**src/rtl/prom_rd_pkg.sv**
```systemverilog
package prom_rd_pkg;

  // Round a time in ns up to whole clock cycles; never below one cycle.
  function automatic int unsigned ns_to_cyc(input int unsigned t_ns, input int unsigned clk_ps);
    int unsigned c;
    c = (t_ns * 1000 + clk_ps - 1) / clk_ps;
    return (c == 0) ? 1 : c;
  endfunction

  function automatic int unsigned max2(input int unsigned a, input int unsigned b);
    return (a > b) ? a : b;
  endfunction

  typedef enum logic [1:0] {
    RD_IDLE  = 2'd0,
    RD_WAIT  = 2'd1,
    RD_RECOV = 2'd2
  } rd_state_t;

endpackage

```
**src/rtl/prom_wait_timer.sv**
```systemverilog
module prom_wait_timer #(
  parameter int unsigned CNT_W = 4
) (
  input  logic             clk,
  input  logic             rst_n,
  input  logic             load_i,
  input  logic [CNT_W-1:0] val_i,
  output logic             expire_o
);
  logic [CNT_W-1:0] cnt_q;

  always_ff @(posedge clk or negedge rst_n) begin
    if (!rst_n)            cnt_q <= '0;
    else if (load_i)       cnt_q <= val_i;
    else if (cnt_q != '0)  cnt_q <= cnt_q - 1'b1;
  end

  // Last cycle of the wait: the owner acts on the coming edge.
  assign expire_o = (cnt_q == CNT_W'(1));
endmodule

```
**src/rtl/prom_page_cmp.sv**
```systemverilog
module prom_page_cmp #(
  parameter int unsigned ADDR_W = 24,
  parameter int unsigned OFFS_W = 4
) (
  input  logic [ADDR_W-1:0] cur_i,
  input  logic [ADDR_W-1:0] nxt_i,
  output logic              hit_o
);
  assign hit_o = (cur_i[ADDR_W-1:OFFS_W] == nxt_i[ADDR_W-1:OFFS_W]);
endmodule

```
**src/rtl/prom_lane_fmt.sv**
```systemverilog
module prom_lane_fmt #(
  parameter int unsigned DATA_W = 16
) (
  input  logic              byte_i,
  input  logic [DATA_W-1:0] bus_i,
  output logic [DATA_W-1:0] item_o
);
  localparam int unsigned LANE_W = 8;

  generate
    if (DATA_W > LANE_W) begin : g_wide
      assign item_o = byte_i ? {{(DATA_W-LANE_W){1'b0}}, bus_i[LANE_W-1:0]} : bus_i;
    end else begin : g_narrow
      assign item_o = bus_i;
    end
  endgenerate
endmodule

```
**src/rtl/prom_page_reader.sv**
```systemverilog
module prom_page_reader
  import prom_rd_pkg::*;
#(
  parameter int unsigned ADDR_W    = 24,
  parameter int unsigned DATA_W    = 16,
  parameter int unsigned LEN_W     = 8,
  parameter int unsigned OFFS_W    = 4,
  parameter int unsigned CLK_PS    = 8000,
  parameter int unsigned T_RAND_NS = 120,
  parameter int unsigned T_PAGE_NS = 25,
  parameter int unsigned T_OE_NS   = 30,
  parameter int unsigned T_HZ_NS   = 20
) (
  input  logic              clk,
  input  logic              rst_n,
  input  logic              req_i,
  input  logic [ADDR_W-1:0] addr_i,
  input  logic [LEN_W-1:0]  len_i,
  input  logic              byte_mode_i,
  output logic              busy_o,
  output logic              item_valid_o,
  output logic [DATA_W-1:0] item_data_o,
  output logic              done_o,
  output logic [ADDR_W-1:0] rom_addr_o,
  output logic              rom_ce_n_o,
  output logic              rom_oe_n_o,
  output logic              rom_byte_n_o,
  input  logic [DATA_W-1:0] rom_data_i
);
  localparam int unsigned N_RAND  = ns_to_cyc(T_RAND_NS, CLK_PS);
  localparam int unsigned N_PAGE  = ns_to_cyc(T_PAGE_NS, CLK_PS);
  localparam int unsigned N_OE    = ns_to_cyc(T_OE_NS, CLK_PS);
  localparam int unsigned N_HZ    = ns_to_cyc(T_HZ_NS, CLK_PS);
  localparam int unsigned N_FIRST = max2(N_RAND, N_OE);
  localparam int unsigned N_MAX   = max2(max2(N_FIRST, N_HZ), N_PAGE);
  localparam int unsigned CNT_W   = $clog2(N_MAX + 1);

  rd_state_t          st_q;
  logic [ADDR_W-1:0]  addr_q;
  logic [LEN_W-1:0]   left_q;
  logic               byte_q;
  logic               ce_n_q, oe_n_q;
  logic               valid_q, done_q;
  logic [DATA_W-1:0]  data_q;

  // Named internal events
  logic               take_req;   // host request accepted this cycle
  logic               wait_done;  // timer reaches its end
  logic               cap_ev;     // an item is captured on the coming edge
  logic               last_item;  // the captured item ends the burst
  logic               page_hit;   // next address stays in the current page
  logic               tmr_load;
  logic [CNT_W-1:0]   tmr_val;
  logic [ADDR_W-1:0]  nxt_addr;
  logic [ADDR_W-1:0]  start_addr;
  logic [DATA_W-1:0]  fmt_data;

  assign take_req   = (st_q == RD_IDLE) && req_i;
  assign cap_ev     = (st_q == RD_WAIT) && wait_done;
  assign last_item  = (left_q == '0);
  assign nxt_addr   = addr_q + (byte_q ? ADDR_W'(1) : ADDR_W'(2));
  assign start_addr = byte_mode_i ? addr_i : {addr_i[ADDR_W-1:1], 1'b0};

  prom_wait_timer #(.CNT_W(CNT_W)) u_tmr (
    .clk      (clk),
    .rst_n    (rst_n),
    .load_i   (tmr_load),
    .val_i    (tmr_val),
    .expire_o (wait_done)
  );

  prom_page_cmp #(.ADDR_W(ADDR_W), .OFFS_W(OFFS_W)) u_pg (
    .cur_i (addr_q),
    .nxt_i (nxt_addr),
    .hit_o (page_hit)
  );

  prom_lane_fmt #(.DATA_W(DATA_W)) u_fmt (
    .byte_i (byte_q),
    .bus_i  (rom_data_i),
    .item_o (fmt_data)
  );

  always_comb begin
    tmr_load = 1'b0;
    tmr_val  = '0;
    if (take_req) begin
      tmr_load = 1'b1;
      tmr_val  = CNT_W'(N_FIRST);
    end else if (cap_ev) begin
      tmr_load = 1'b1;
      if (last_item)     tmr_val = CNT_W'(N_HZ);
      else if (page_hit) tmr_val = CNT_W'(N_PAGE);
      else               tmr_val = CNT_W'(N_RAND);
    end
  end

  always_ff @(posedge clk or negedge rst_n) begin
    if (!rst_n) begin
      st_q    <= RD_IDLE;
      addr_q  <= '0;
      left_q  <= '0;
      byte_q  <= 1'b0;
      ce_n_q  <= 1'b1;
      oe_n_q  <= 1'b1;
      valid_q <= 1'b0;
      done_q  <= 1'b0;
      data_q  <= '0;
    end else begin
      valid_q <= 1'b0;
      done_q  <= 1'b0;
      case (st_q)
        RD_IDLE: begin
          if (req_i) begin
            addr_q <= start_addr;
            left_q <= len_i;
            byte_q <= byte_mode_i;
            ce_n_q <= 1'b0;
            oe_n_q <= 1'b0;
            st_q   <= RD_WAIT;
          end
        end
        RD_WAIT: begin
          if (wait_done) begin
            valid_q <= 1'b1;
            data_q  <= fmt_data;
            if (last_item) begin
              done_q <= 1'b1;
              ce_n_q <= 1'b1;
              oe_n_q <= 1'b1;
              st_q   <= RD_RECOV;
            end else begin
              left_q <= left_q - 1'b1;
              addr_q <= nxt_addr;
            end
          end
        end
        RD_RECOV: begin
          if (wait_done) st_q <= RD_IDLE;
        end
        default: st_q <= RD_IDLE;
      endcase
    end
  end

  assign busy_o       = (st_q != RD_IDLE);
  assign item_valid_o = valid_q;
  assign item_data_o  = data_q;
  assign done_o       = done_q;
  assign rom_addr_o   = addr_q;
  assign rom_ce_n_o   = ce_n_q;
  assign rom_oe_n_o   = oe_n_q;
  assign rom_byte_n_o = ~byte_q;

  // Cycles chip enable has been high, saturating; feeds the float-gap check.
  logic [7:0] hz_run_q;
  always_ff @(posedge clk or negedge rst_n) begin
    if (!rst_n)              hz_run_q <= 8'hFF;
    else if (!rom_ce_n_o)    hz_run_q <= '0;
    else if (hz_run_q != 8'hFF) hz_run_q <= hz_run_q + 1'b1;
  end

  AST_IDLE_DESELECT: assert property (@(posedge clk) disable iff (!rst_n)
    !busy_o |-> (rom_ce_n_o && rom_oe_n_o && !item_valid_o));

  AST_ADDR_HOLD: assert property (@(posedge clk) disable iff (!rst_n)
    (!rom_ce_n_o && !cap_ev) |=> $stable(rom_addr_o));

  AST_WORD_ALIGN: assert property (@(posedge clk) disable iff (!rst_n)
    (!rom_ce_n_o && rom_byte_n_o) |-> !rom_addr_o[0]);

  AST_BYTE_UPPER_ZERO: assert property (@(posedge clk) disable iff (!rst_n)
    (item_valid_o && !rom_byte_n_o) |-> (item_data_o[DATA_W-1:8] == '0));

  AST_DONE_WITH_ITEM: assert property (@(posedge clk) disable iff (!rst_n)
    done_o |-> (item_valid_o && rom_ce_n_o && rom_oe_n_o));

  AST_FLOAT_GAP: assert property (@(posedge clk) disable iff (!rst_n)
    $fell(rom_ce_n_o) |-> (hz_run_q >= 8'(N_HZ)));

  AST_BUSY_IGNORE: assert property (@(posedge clk) disable iff (!rst_n)
    busy_o |=> $stable(rom_byte_n_o));

endmodule

```
**config.mk**
```make
export PLATFORM = sky130hd
export DESIGN_NAME = prom_page_reader
export DESIGN_NICKNAME = d
export VERILOG_FILES = /design/src/rtl/prom_rd_pkg.sv /design/src/rtl/prom_wait_timer.sv /design/src/rtl/prom_page_cmp.sv /design/src/rtl/prom_lane_fmt.sv /design/src/rtl/prom_page_reader.sv
export SDC_FILE = /design/constraint.sdc
export NUM_CORES = 1
export LEC_CHECK = 0
export BUFFER_PORTS_ARGS = -buffer_cell sky130_fd_sc_hd__buf_2
export CAP_MARGIN = 30
export CORE_AREA = 10 10 109 111
export CTS_BUF_LIST = sky130_fd_sc_hd__clkbuf_2
export DETAILED_ROUTE_END_ITERATION = 7
export DIE_AREA = 0 0 119 121
export PLACE_DENSITY_LB_ADDON = 0.08
export SETUP_SLACK_MARGIN = 0.5
export SLEW_MARGIN = 25
export SYNTH_ARGS = -nofsm -noshare
export SYNTH_HDL_FRONTEND = slang
export SYNTH_SLANG_ARGS = --single-unit
```
**constraint.sdc**
```tcl
create_clock -name clk -period 2 [get_ports clk]
set_input_delay 0.4 -clock clk [delete_from_list [all_inputs] [get_ports clk]]
set_output_delay 0.4 -clock clk [all_outputs]
set_load 0.02 [all_outputs]
```
==> reports/metrics.yaml <==
critical_path:
  worstPathArrival_ns: 2.55
  endpoint_kind: "flip-flop"
  path_max_fanout: 3
  start_kind: "flip-flop"
  crit_type: "reg2reg"
  cp.required_ns: 2.45
timing:
  tightest_slew_ns: 0.404
  clock_skew_ns: 0.0193
  slew_headroom_pct: 72.9
  fin_setup_tns_ns: -0.384
  period_share_pct: 105
  rsz0062_at_grt: "true"
  timing_max_transition_violations_final: 0
  finalHoldViolCount: 0
  fin_ws_ns: -0.0968
  layout_min_cycle_time_ns: 2.10
  setup_viol: 7
  clock.fmax_ghz: 0.477
yosys:
  ys_warn_count: 0
  synth.cell_area_sq_um: 3340
  synthSimpleGateAreaFrac_pct: 25.3
  synth-xor-area-share_pct: 0.787
  synth_top_family_by_area: "simple AND/OR/NAND/NOR gates"
  ys_ff_latch: 58
  synth_compound_area_share_pct: 23.0
  synthAdderAreaFrac_pct: 2.85
  synthArstFlopShare_pct: 100
  synth_cell_type_count: 59
  synth-main-ff-cell: "dfrtp_1"
  yosysSeqAreaShare_pct: 43.5
  syn-instance-count: 377
  synth_nets: 436
  synth_area_leaders: "dfrtp_1 43%, nand2_1 6.9%, o21ai_0 5.4%, a21oi_1 4.2%, nor2_1 3.9%"
  synth_top_area_share_pct: 42.7
  synth_mux_area_share_pct: 0
  synth_largest_area_cell: "dfrtp_1"
  synth-edff-count: 0
  syn_area_per_cell_sq_um: 8.86
place:
  place_area_sq_um: 4250
  io_buffers: 97
  place_hpwl_mm: 7.46
  dp_cells: 613
  gp_congestion: 0.789
clocking:
  clk_latency_ns: 0.52
  clock_tree.root_cell: "clkbuf_2"
  htree_levels: 3
  cts.sinks: 58
  cts_tree: "built"
  clk_pin_slew_ns: 0.20
  cts_buffers: 9
  cts_buffer_depth: 2
final_layout:
  fin_area_sq_um: 6050
  nFillCells: 850
  instances_no_fill: 725
  utilization_pct: 62.8
  area_growth_pct: 81.2
  layout-drive-gt1-share_pct: 59.0
  fin_nets: 646
  diodes: 0
flow_run:
  maxCapViolations: 0
route:
  dr.pass1.iters: 4
  antenna_left: 0
  drt-total-wl_mm: 12.3
  drc: 0
  routedWlPerCell_microns: 17.0
  viasPerCell: 5.04
  drt_iter0_drc: 166
  vias: 3653
floorplan:
  die_h_microns: 121
  start_util_pct: 34.6
  ioPinCount: 98
  core_area_sq_um: 9640
  die_x_microns: 119
  rows: 36
  die_area_sq_um: 14400
global_routing:
  antenna_found_initial: 0
  grt_first_pass_wirelength_mm: 19.4
  grt_util_all_layers_pct: 16.6
  grt_pass1_vias: 3694
  grt.overflow.total: 0
  grt_max_degree: 59
worst_hold_path:
  hp-class: "in2reg"
outcome:
  run_status: "complete, but fails checks"
  failed_checks: "negative setup slack"
power_and_ir_drop:
  power.density_nw_per_um2: 1680
  vdd_drop_max_v: 0.000635
  power_mw: 10.2
  power_leakage_nw: 2.74
path summary, 6_finish.rpt:
kind,startpoint,to,slack (ns),cells after the start
max in group asynchronous,rst_n,rom_oe_n_o$_DFFE_PN1P_,1.28,3
worst min-delay path,rom_data_i[3],item_data_o[3]$_DFFE_PN0P_,0.05,3
min in group asynchronous,rst_n,item_data_o[4]$_DFFE_PN0P_,0.37,3
worst max-delay path,byte_q$_DFFE_PN0P_,u_tmr.cnt_q[0]$_DFFE_PN0P_,-0.1,12
worst max register to register,byte_q$_DFFE_PN0P_,u_tmr.cnt_q[0]$_DFFE_PN0P_,-0.1,12
worst min register to register,item_data_o[13]$_DFFE_PN0P_,item_data_o[13]$_DFFE_PN0P_,0.52,2
worst max-delay path, stage by stage, from the launching register on:
cell	delay (ns)
dfrtp_2	0.44
ha_4	0.14
inv_2	0.04
fa_2	0.39
buf_4	0.15
buf_6	0.10
buf_6	0.10
inv_2	0.04
and3_4	0.20
nor3_4	0.05
buf_6	0.13
a21o_1	0.16
o21ai_1	0.08
through the flow:
stage	setup slack (ns)	hold slack (ns)
3_3_place_gp	-0.0667	0.440
2_1_floorplan	0.0447	0.104
5_1_grt	-0.168	0.00485
4_1_cts	-0.0498	0.000971
3_5_place_dp	-0.0966	0.440
6_report	-0.0968	0.0512
cells by family after synthesis:
family,after synthesis
compound gates,116
flops,58
fa+ha+maj,7
buf+inv,31
xor+xnor,3
simple gates,162
area by class of cell:
class	count	area (sq um)	share of cell area, %
clock buffers	10	50.0	0.827
clock inverters	6	67.6	1.12
inverters	11	48.8	0.806
multi-input cells	288	2210	36.5
flip-flops and latches	58	1470	24.3
well taps	133	166	2.75
repair buffers	219	2040	33.7
routing by layer:
layer	vias to the layer above	wire length [microns]	GRT usage, %
met5	-	0	0
met4	0	172	6.64
met3	15	544	4.00
met2	80	6190	27.1
met1	1776	5420	20.6
li1	1782	-	-
cell usage in the layout (no fill, tap or decap), types with 6 or more instances in the layout:
master	synthesis	final
buf_6	1	66
buf_12	0	9
dfrtp_2	0	14
inv_2	1	6
a2bb2oi_2	8	8
dfrtp_1	57	43
buf_4	4	75
buf_16	0	6
dlygate4sd3_1	0	7
and3_1	6	6
nand3_1	16	12
clkbuf_2	0	10
o21ai_0	36	13
o21ai_1	4	16
buf_2	11	53
nand2_2	3	6
nand2_1	61	57
nor2_1	35	26
o21ai_2	1	10
a21oi_1	28	12
a21oi_2	4	15
state kept, by name (all words and copies together) (netlist names), 2 cells and up:
name,flops
item_data_o,16
u_tmr.cnt_q,4
left_q,8
st_q,2
rom_addr_o,24
repair_timing:
action / CTS / global route
pin swaps: 19 / 37
cloned: 6 / 1
gates resized for setup: 161 / 61
endpoints found under the hold margin: 62 / 1
hold buffers: 6 / 1
endpoints found under the setup margin: 91 / 101
setup buffers: 58 / 24
where the power goes:
| part | internal (mW) | switching, mW |
|---|---|---|
| Clock | 0.295 | 0.502 |
| Combinational | 3.74 | 3.36 |
| Sequential | 1.72 | 0.579 |
| Total | 5.75 | 4.44 |
cell usage after synthesis, types with 2 or more instances:
cell / number
a211oi_1: 2
a21o_1: 2
a21oi_1: 28
a21oi_2: 4
a22oi_1: 3
a2bb2oi_2: 8
a31oi_1: 5
a32oi_1: 3
and3_1: 6
and4_1: 2
buf_2: 11
buf_4: 4
clkbuf_1: 4
dfrtp_1: 57
ha_1: 6
inv_1: 9
nand2_1: 61
nand2_2: 3
nand2b_1: 4
nand3_1: 16
nand4_1: 5
nor2_1: 35
nor3_1: 9
nor4_1: 2
nor4_4: 2
o211ai_1: 2
o21a_1: 3
o21ai_0: 36
o21ai_1: 4
o22a_1: 2
o22ai_1: 8
or2_2: 3
xor2_1: 2
Note: power is estimated with default switching activity, not from simulation.
